`config.mk`:
```
export PLATFORM = sky130hd
export DESIGN_NAME = sram_ctl
export DESIGN_NICKNAME = d
export VERILOG_FILES = /design/src/rtl/sram_ctl.sv
export SDC_FILE = /design/constraint.sdc
export NUM_CORES = 1
export LEC_CHECK = 0
export ABC_CLOCK_PERIOD_IN_PS = 1300
export BUFFER_PORTS_ARGS = -buffer_cell sky130_fd_sc_hd__buf_2
export CAP_MARGIN = 10
export CORE_ASPECT_RATIO = 1.2
export CORE_MARGIN = 3
export CORE_UTILIZATION = 43
export CTS_BUF_LIST = sky130_fd_sc_hd__clkbuf_4 sky130_fd_sc_hd__clkbuf_8
export DETAILED_ROUTE_END_ITERATION = 10
export PLACE_DENSITY_LB_ADDON = 0.15
export SYNTH_ARGS = -nofsm -noshare
export SYNTH_HDL_FRONTEND = slang
export SYNTH_SLANG_ARGS = --single-unit
export TNS_END_PERCENT = 10
```
`constraint.sdc`:
```
create_clock -name clk -period 1.3 [get_ports clk]
set_input_delay 0.13 -clock clk [delete_from_list [all_inputs] [get_ports clk]]
set_output_delay 0.13 -clock clk [all_outputs]
set_load 0.02 [all_outputs]
```
`src/rtl/sram_ctl.sv`:
```
module sram_ctl #(
  parameter int AW     = 20,
  parameter int DW     = 4,
  parameter int T_ACC  = 2,
  parameter int T_WP   = 2,
  parameter int T_TURN = 1
) (
  input  logic          clk,
  input  logic          rst_n,
  input  logic          req,
  input  logic          req_we,
  input  logic [AW-1:0] req_addr,
  input  logic [DW-1:0] req_wdata,
  output logic          busy,
  output logic          rd_valid,
  output logic [DW-1:0] rd_data,
  output logic          mem_ce_n,
  output logic          mem_we_n,
  output logic          mem_oe_n,
  output logic [AW-1:0] mem_addr,
  output logic [DW-1:0] mem_dq_o,
  output logic          mem_dq_oe,
  input  logic [DW-1:0] mem_dq_i
);
  localparam int TMAX = (T_ACC > T_WP) ? ((T_ACC > T_TURN) ? T_ACC : T_TURN)
                                       : ((T_WP > T_TURN) ? T_WP : T_TURN);
  localparam int CW = $clog2(TMAX + 2);

  typedef enum logic [2:0] {S_IDLE, S_RD, S_REL, S_WR, S_HOLD} st_t;
  st_t           st;
  logic [CW-1:0] cnt;

  assign busy = (st != S_IDLE);

  always_ff @(posedge clk) begin
    if (!rst_n) begin
      st        <= S_IDLE;
      cnt       <= '0;
      mem_ce_n  <= 1'b1;
      mem_we_n  <= 1'b1;
      mem_oe_n  <= 1'b1;
      mem_addr  <= '0;
      mem_dq_o  <= '0;
      mem_dq_oe <= 1'b0;
      rd_data   <= '0;
      rd_valid  <= 1'b0;
    end else begin
      rd_valid <= 1'b0;
      case (st)
        S_IDLE: if (req) begin
          mem_addr <= req_addr;
          mem_ce_n <= 1'b0;
          if (req_we) begin
            st        <= S_WR;
            cnt       <= CW'(T_WP - 1);
            mem_we_n  <= 1'b0;
            mem_dq_o  <= req_wdata;
            mem_dq_oe <= 1'b1;
          end else begin
            st       <= S_RD;
            cnt      <= CW'(T_ACC - 1);
            mem_oe_n <= 1'b0;
          end
        end
        S_RD: if (cnt == '0) begin
          rd_data  <= mem_dq_i;
          rd_valid <= 1'b1;
          mem_ce_n <= 1'b1;
          mem_oe_n <= 1'b1;
          st       <= S_REL;
          cnt      <= CW'(T_TURN - 1);
        end else cnt <= cnt - 1'b1;
        S_REL: if (cnt == '0) st <= S_IDLE;
               else cnt <= cnt - 1'b1;
        S_WR: if (cnt == '0) begin
          mem_we_n <= 1'b1;
          mem_ce_n <= 1'b1;
          st       <= S_HOLD;
        end else cnt <= cnt - 1'b1;
        S_HOLD: begin
          mem_dq_oe <= 1'b0;
          st        <= S_IDLE;
        end
        default: st <= S_IDLE;
      endcase
    end
  end

  logic [CW-1:0] wp_len, ac_len;
  always_ff @(posedge clk) begin
    if (!rst_n) begin
      wp_len <= '0;
      ac_len <= '0;
    end else begin
      wp_len <= mem_we_n ? '0 : wp_len + 1'b1;
      ac_len <= mem_oe_n ? '0 : ac_len + 1'b1;
    end
  end

  assert_wp_min_R3: assert property (@(posedge clk) disable iff (!rst_n)
    $rose(mem_we_n) |-> wp_len >= CW'(T_WP));
  assert_oe_off_in_write_R3: assert property (@(posedge clk) disable iff (!rst_n)
    !mem_we_n |-> mem_oe_n);
  assert_access_min_R2: assert property (@(posedge clk) disable iff (!rst_n)
    rd_valid |-> ac_len >= CW'(T_ACC));
  assert_no_contention_R4: assert property (@(posedge clk) disable iff (!rst_n)
    mem_dq_oe |-> (mem_oe_n && $past(mem_oe_n)));
  assert_we_in_ce_R7: assert property (@(posedge clk) disable iff (!rst_n)
    !mem_we_n |-> !mem_ce_n);
  assert_valid_pulse_R8: assert property (@(posedge clk) disable iff (!rst_n)
    rd_valid |=> !rd_valid);
  assert_valid_not_write_R8: assert property (@(posedge clk) disable iff (!rst_n)
    rd_valid |-> (mem_we_n && !mem_dq_oe));
endmodule

```
# Word level (Yosys, flattened, before mapping)
# Index checks and enable logic that the tools add are counted.
dict set report totals {
  wordCells 66
  inputBits 32
  ff_bits 38
  output_inout_bits 34
}
dict set report classes {
  n_reduce_logical 20
  eq_ne 12
  mux 23
  add_sub_neg 1
}
# cell n
set ops {}
lappend ops {{2-bit inequality test, second input constant} 7}
lappend ops {{3-bit 2-to-1 mux} 4}
lappend ops {{3-bit one-hot mux with 4 select lines} 1}
lappend ops {{3-bit AND reduction} 4}
lappend ops {{4-bit AND reduction} 3}
lappend ops {{1-bit 2-to-1 mux} 9}
lappend ops {{2-bit 2-to-1 mux} 4}
lappend ops {{1-bit one-hot mux with 2 select lines} 4}
lappend ops {{2-bit nonzero test} 4}
lappend ops {{3-bit by 2-bit == test with 1-bit output, second input constant} 2}
lappend ops {{2-bit one-hot mux with 3 select lines} 1}
lappend ops {{2-bit AND reduction} 3}
lappend ops {{3-bit nonzero test} 2}
lappend ops {{2-bit OR reduction} 2}
lappend ops {{3-bit by 1-bit == test with 1-bit output, second input constant} 1}
lappend ops {{3-bit == test, second input constant} 1}
lappend ops {{3-bit zero test} 1}
lappend ops {{2-bit zero test} 1}
lappend ops {{2-bit by 1-bit inequality test with 1-bit output, second input constant} 1}
lappend ops {{2-bit by 1-bit subtractor with 2-bit output, second input constant} 1}

# Longest topological paths before layout
# Gate-level depths: netlist (run 1).
dict set report depth {
  depth_word 4
  ltp_mapped 6
  ltp_nobuf 5
}

# Worst setup path before layout (run 1)
# OpenSTA, ideal clock, no wires.
dict set report synth_timing {
  path_kind {register -> register}
  start {reg st[2]}
  end {reg mem_ce_n}
  stages_incl_launch_ff 4
  arrival_time_ns 1.259
  n_path_buf 1
  period_less_slack_ns 1.379
  required_ns 1.180
  setup_ns 0.120
  slack_ns -0.079
  cell_sequence {dfxtp_1 buf_6 or4b_4 a211o_1}
}
dict set report synth_between {
  elab_chain_cells 4
  elab_cells_between_ends 9
  cone_classes {eq/ne: 4; mux: 1; reduce/logical: 4}
}
# item line
set synth_lines {}
lappend synth_lines {{start, declared} 30} ;# st_t st;
lappend synth_lines {{start signal, assigned} 37} ;# st <= S_IDLE;
lappend synth_lines {{start signal, assigned} 54} ;# st <= S_WR;
lappend synth_lines {{start signal, assigned} 60} ;# st <= S_RD;
lappend synth_lines {{3-bit by 2-bit == test with 1-bit output / 3-bit by 1-bit == test with 1-bit output (equally long branches)} 49} ;# case (st)
lappend synth_lines {{2-bit OR reduction (no line)} --}
lappend synth_lines {{2-bit by 1-bit inequality test with 1-bit output (no line) / 2-bit nonzero test (equally long branches)} --}
lappend synth_lines {{3-bit AND reduction (no line)} --}
lappend synth_lines {{end signal, assigned} 52} ;# mem_ce_n <= 1'b0;
lappend synth_lines {{end signal, assigned} 68} ;# mem_ce_n <= 1'b1;
lappend synth_lines {{end signal, assigned} 77} ;# mem_ce_n <= 1'b1;
lappend synth_lines {{end, declared} 17} ;# output logic mem_ce_n,
# Parallel ways exist; a longest one is shown, timed or not.
# A chain may end at the register's enable or synchronous reset.

# Worst setup path after layout (run 1)
dict set report layout_timing {
  start {reg st[0]}
  end {reg mem_addr[8]}
}
dict set report layout_between {
  elab_chain_cells 2
}
# item line
set layout_lines {}
lappend layout_lines {{3-bit zero test} 49}
lappend layout_lines {{2-bit AND reduction (no line)} --}
lappend layout_lines {{end signal, assigned} 51} ;# mem_addr <= req_addr;
lappend layout_lines {{end, declared} 20} ;# output logic [AW-1:0] mem_addr,
# Every way passes these cells.

==> flow_summary.ini, run 1 <==
[run_status]
outcome = complete, but fails checks
violated_checks = negative setup slack

[synthesis]
synth_compound_gate_area_share = 0.147
synth_xor_xnor_area_share = 0
yosysSeqAreaShare = 0.508
synthSimpleGateAreaFrac = 0.230
synthesis.yosys.warnings = 0
synth.lib_cells_used.distinct = 28
synth-main-ff-cell = dfxtp_1
synth_cells = 175
synth_edf_count = 0
share_of_synthesized_area_spent_on_multiplexers = 0.0334
dominant_combinational_cell_family_by_area_after_synthesis = simple AND/OR/NAND/NOR gates
post_synth_instance_area_um2 = 1500
synth_fa_ha_area_frac = 0.0250
ys_seq_elements = 38
synth-async-reset-ratio = 0
synth.avg_cell_area_um2 = 8.57
mappedNetlistNets = 210

[grt]
grt_util_all_layers = 0.184
first_global_vias = 1399
grt_max_degree = 22
initial_antenna_violation_count = 0
global_route_wire_length_before_repair_mm = 6.08
global_route.overflow_total = 0

[pwr]
power_uw = 2600
peakVddDrop_v = 0.000955
design_internal_power_uw = 1810
combinationalPowerShare = 0.251
p_sw_frac = 0.304
total_switching_power_uw = 791
power-per-cell-area_nw_per_um2 = 1190
clock_power_share = 0.251
sequentialPowerShare = 0.498
leakage_uw = 0.00106

[die]
die_x_um = 59.9
fp.dieArea_um2 = 4230
core_footprint_um2 = 3190
floorplan.initialDensity = 0.469
io_pins = 66
floorplan_die_height_um = 70.7
num_rows = 22

[layout]
final_net_count = 301
area_growth_pct = 45.9
antenna_cells = 0
fill_cells = 289
mostFrequentLayoutCells = 64 x buf_2, 54 x nand2_1, 35 x dfxtp_1
final_layout_size_suffix_gt1_frac = 0.378
final_cell_area_um2 = 2190
final_common_cell = buf_2

[clock_tree]
clock-sinks = 38
h_tree_depth = 2
tritoncts.num_buffers = 5
tritoncts = done
clkLatencyLatePin_ps = 350
clock_slew_seen_by_the_registers_of_the_worst_setup_and_hold_paths_ps = 120
cts-root-buf = clkbuf_4
clk_path_buf_depth = 2

[placement]
place.port_buffers = 65
placed_area_um2 = 1910
globalplace.congestion = 0.760
place_hpwl_mm = 2.41

[sta]
fin_crit_sh = 1.12
worst_slew_pin_slew_ps = 372
finalCriticalPeriod_ps = 1450
achievable_freq_mhz = 689
report.final.hold_viol_count = 0
slew-limit-headroom = 0.750
fin_ws_ps = -151
pins_over_slew_limit = 0
report.final.setup_viol = 28
fin_hold_ws_ps = 5.99
timing.clock.skew_ps = 7.75
grt_setup_unrepaired = true

[flow_run]
timing.max_cap.violations = 0

[worst_setup_path]
end_kind = register
critPathSlowestCell = or4b_4
timing.critical_path.from_type = register
critical_path_required_time_ps = 1530
cp_data_arrival_time_ps = 1680
critPathKind = register to register
number_of_buffers_and_inverters_on_the_critical_path = 2
crit_path_cell_trace = buf_4 > or4b_4 > buf_12 > nand2_1 > a21oi_1
critical_path.top_delay_family = simple AND/OR/NAND/NOR gates
worst_path_largest_cell_delay_ps = 570
cp_max_fo = 20

[routing]
wl_mm = 3.71
drcViolationCount = 0
drt_pre_antenna_iters = 4
drt_first_iter_violations = 81
antenna_left = 0
avgRoutedWirePerCell_um = 12.2
detail_route.vias_per_cell = 4.89
dr_total_vias = 1483

[min_path]
holdCritPathClass = primary input to register
cells by family (layout without fill, tap and decap cells):
| family | after synthesis | after routing |
|---|---|---|
| simple gates | 75 | 75 |
| compound gates | 38 | 38 |
| flops | 38 | 38 |
| buf+inv | 16 | 108 |
| mux | 5 | 5 |
| fa+ha+maj | 3 | 3 |
cell usage after synthesis, types with 3 or more instances:
library cell  count  area [um2]
nand3_1           5        25.0
mux2i_1           5        50.1
inv_1             4        15.0
buf_6             3        33.8
nand2b_1          3        18.8
clkbuf_1          7        26.3
a21oi_1          23         115
o21ai_1           5        25.0
dfxtp_1          38         761
nor2_1            5        18.8
ha_1              3        37.5
nand2_1          55         206
flip-flops by register name, indices dropped and copies added (netlist names), 2 cells and up:
signal	count
cnt	2
mem_addr	20
mem_dq_o	4
rd_data	4
st	3
final cells by class:
class / count / area (um2) / area share
repair buffers: 96 / 628 / 0.287
clock inverters: 2 / 12.5 / 0.00572
multi-input cells: 121 / 671 / 0.307
flip-flops and latches: 38 / 764 / 0.350
well taps: 36 / 45.0 / 0.0206
clock buffers: 6 / 51.3 / 0.0235
inverters: 4 / 15.0 / 0.00686
tightest hold or removal path: cells and delay by family:
| family | cells | cell delay, ps |
|---|---|---|
| buf+inv | 1 | 100 |
| compound gates | 1 | 50 |
| simple gates | 1 | 40 |
metal layers:
layer,vias up,GRT usage,share of wire
met2,49,0.297,0.48
met5,-,0,0
met4,0,0.0616,0.019
met1,661,0.226,0.42
li1,766,-,-
met3,7,0.0620,0.072
stage by stage:
| step | instances | worst slack, ps | setup TNS [ps] | util |
|---|---|---|---|---|
| 3_3_place_gp | 277 | 2.47 | 0 | 0.598 |
| 3_5_place_dp | 277 | -30.1 | -280 | 0.598 |
| 2_1_floorplan | 175 | -33.4 | -691 | - |
| 6_report | 303 | -151 | -3220 | 0.685 |
| 5_1_grt | 303 | -204 | -4690 | 0.685 |
| 4_1_cts | 303 | -152 | -3190 | 0.678 |
power by group through the flow:
stage	sequential (uW)	combinational, uW	clock, uW
global placement	1320	572	0
floorplan	1420	265	0
global route	1310	720	728
CTS	1290	640	679
detailed placement	1320	576	0
finish	1290	653	653
timing repair:
action / CTS / global route
setup endpoints to repair: 21 / 34
setup buffers: 5 / 0
hold buffers: 13 / 0
gates resized for setup: 9 / 6
pin swaps: 2 / 1
hold endpoints to repair: 13 / 0
worst paths after layout:
| kind | from | end | slack (ps) | cells past startpoint |
|---|---|---|---|---|
| worst min-delay path | req_addr[18] | mem_addr[18] | 6 | 3 |
| worst max-delay path | st[0] | mem_addr[8] | -150 | 5 |
| worst min register to register | mem_addr[5] | mem_addr[5] | 460 | 2 |
| worst max register to register | st[0] | mem_addr[8] | -150 | 5 |
No activity file was read; power rests on OpenSTA's default activity.
==> run 2: changes to the inputs <==
==> constraint.sdc (replaced) <==
create_clock -name clk -period 1.3 [get_ports clk]
set_input_delay 0.195 -clock clk [delete_from_list [all_inputs] [get_ports clk]]
set_output_delay 0.195 -clock clk [all_outputs]
set_load 0.02 [all_outputs]
==> flow_summary.ini, run 2 (synthesized netlist as in run 1, its figures left out) <==
[die]
floorplan.initialDensity = 0.469
core_footprint_um2 = 3190
num_rows = 22
floorplan_die_height_um = 70.7
die_x_um = 59.9
io_pins = 66
fp.dieArea_um2 = 4230

[pwr]
sequentialPowerShare = 0.495
leakage_uw = 0.00104
power-per-cell-area_nw_per_um2 = 1230
combinationalPowerShare = 0.257
clock_power_share = 0.248
design_internal_power_uw = 1820
total_switching_power_uw = 809
peakVddDrop_v = 0.000939
p_sw_frac = 0.308

[worst_setup_path]
timing.reg2reg.setup_slack_ps = -190
critical_path_required_time_ps = 1110
critPathKind = register to output port
r2r_cells = 5
end_kind = output port
cp_data_arrival_time_ps = 1290
cp_max_fo = 13
timing.rr.end = mem_addr[8]
crit-reg2reg-launch = st[1]
timing.critical_path.from_type = register

[run_status]
violated_checks = negative setup slack
outcome = complete, but fails checks

[layout]
fill_cells = 297
final_layout_size_suffix_gt1_frac = 0.457
final_cell_count_no_fill = 292
largest_register_ffs = 20
antenna_cells = 0
final_net_count = 290
area.sequential_um2 = 764
regMostFlops = mem_addr
area_growth_pct = 43.0
reg_top3 = mem_addr: 20 flops, mem_dq_o: 4 flops, rd_data: 4 flops
multi_input_area_um2 = 713
final_common_cell = buf_2
final_util = 0.671
mostFrequentLayoutCells = 64 x buf_2, 42 x nand2_1, 35 x dfxtp_1

[clock_tree]
clk_path_buf_depth = 2
cts-root-buf = clkbuf_4
clock-sinks = 38
clock_slew_seen_by_the_registers_of_the_worst_setup_and_hold_paths_ps = 120
h_tree_depth = 2
clkLatencyLatePin_ps = 340
number_of_hold_buffers_added_after_cts = 0
tritoncts = done
tritoncts.num_buffers = 5

[sta]
worst_slew_pin_slew_ps = 372
timing.clock.skew_ps = 6.16
slew-limit-headroom = 0.750
report.final.hold_viol_count = 0
pins_over_slew_limit = 0
achievable_freq_mhz = 671
finalCriticalPeriod_ps = 1490
grt_setup_unrepaired = true
fin_ws_ps = -189
fin_crit_sh = 1.15
report.final.setup_viol = 28

[grt]
global_route.overflow_total = 0
first_global_vias = 1297
global_route_wire_length_before_repair_mm = 5.68
grt_util_all_layers = 0.172
initial_antenna_violation_count = 0
grt_max_degree = 22

[routing]
maxUsedRoutingLayer = met4
drcViolationCount = 0
drt_pre_antenna_iters = 4
antenna_left = 0
met3_wirelength_um = 292
met2_wirelength_mm = 1.82
dr_total_vias = 1452
wl_met1_mm = 1.50
avgRoutedWirePerCell_um = 12.4
drt_first_iter_violations = 85
detail_route.vias_per_cell = 4.97
wl_mm = 3.63

[flow_run]
timing.max_cap.violations = 0

[min_path]
hold_end = rd_data[1]
timing.hold.worst.start = mem_dq_i[1]
hold_path_depth = 3
holdCritPathClass = primary input to register

[placement]
post-place-cells = 277
globalplace.congestion = 0.760
place.port_buffers = 65
place_hpwl_mm = 2.41
## run 2: cell types whose count changed in the layout (fill, tap and decap cells not counted), sizes merged
cell	before	now
buf	83	84
dlygate4sd3	13	0
clkbuf	6	7
## run 2: worst max path at each step
| stage | from | end | slack [ps] | depth (start not counted) |
|---|---|---|---|---|
| global route | st[0] | busy | -240 | 3 |
| global placement | st[2] | mem_addr[5] | 2 | 4 |
| finish | st[1] | busy | -190 | 3 |
| floorplan | st[2] | mem_addr[19] | -30 | 5 |
| CTS | st[0] | busy | -220 | 3 |
| detailed placement | st[2] | mem_addr[8] | -30 | 4 |
## run 2: cell type report
type,count,area share
Sequential cell,38,0.357
Multi-Input combinational cell,121,0.333
Timing Repair Buffer,85,0.253
Clock buffer,6,0.0239
Tap cell,36,0.0210
Inverter,4,0.00701
Clock inverter,2,0.00584
## run 2: timing repair
item,4_1_cts,5_1_grt
cloned,0,2
buffers inserted,5,0
resized for setup,10,22
pin swaps,2,7
setup endpoints to repair,21,34
## run 2: worst max-delay path: stages, from the launching register on
cell,delay (ps)
dfxtp_2,350
buf_6,140
or3_4,320
buf_6,140
## run 2: stage by stage
step	setup slack [ps]	hold slack (ps)	cell area, um2	TNS, ps	power (uW)
after floorplan	-33.4	328	1500	-691	1680
after global placement	2.47	435	1910	0	1890
after detailed placement	-30.1	442	1910	-280	1900
after CTS	-217	46.0	2040	-3230	2590
after global routing	-243	45.4	2140	-4820	2780
final	-189	67.9	2140	-3750	2630
## run 2: power groups by stage
stage	clock [uW]	combinational [uW]	sequential (uW)
after floorplan	0	265	1420
after global placement	0	572	1320
after detailed placement	0	576	1320
after CTS	679	612	1290
after global routing	726	739	1310
final	651	676	1300
## run 2: routing by layer
metal	GRT usage	up-vias
met5	0	-
met4	0.0517	0
met3	0.0602	2
met2	0.278	51
met1	0.212	655
li1	-	744
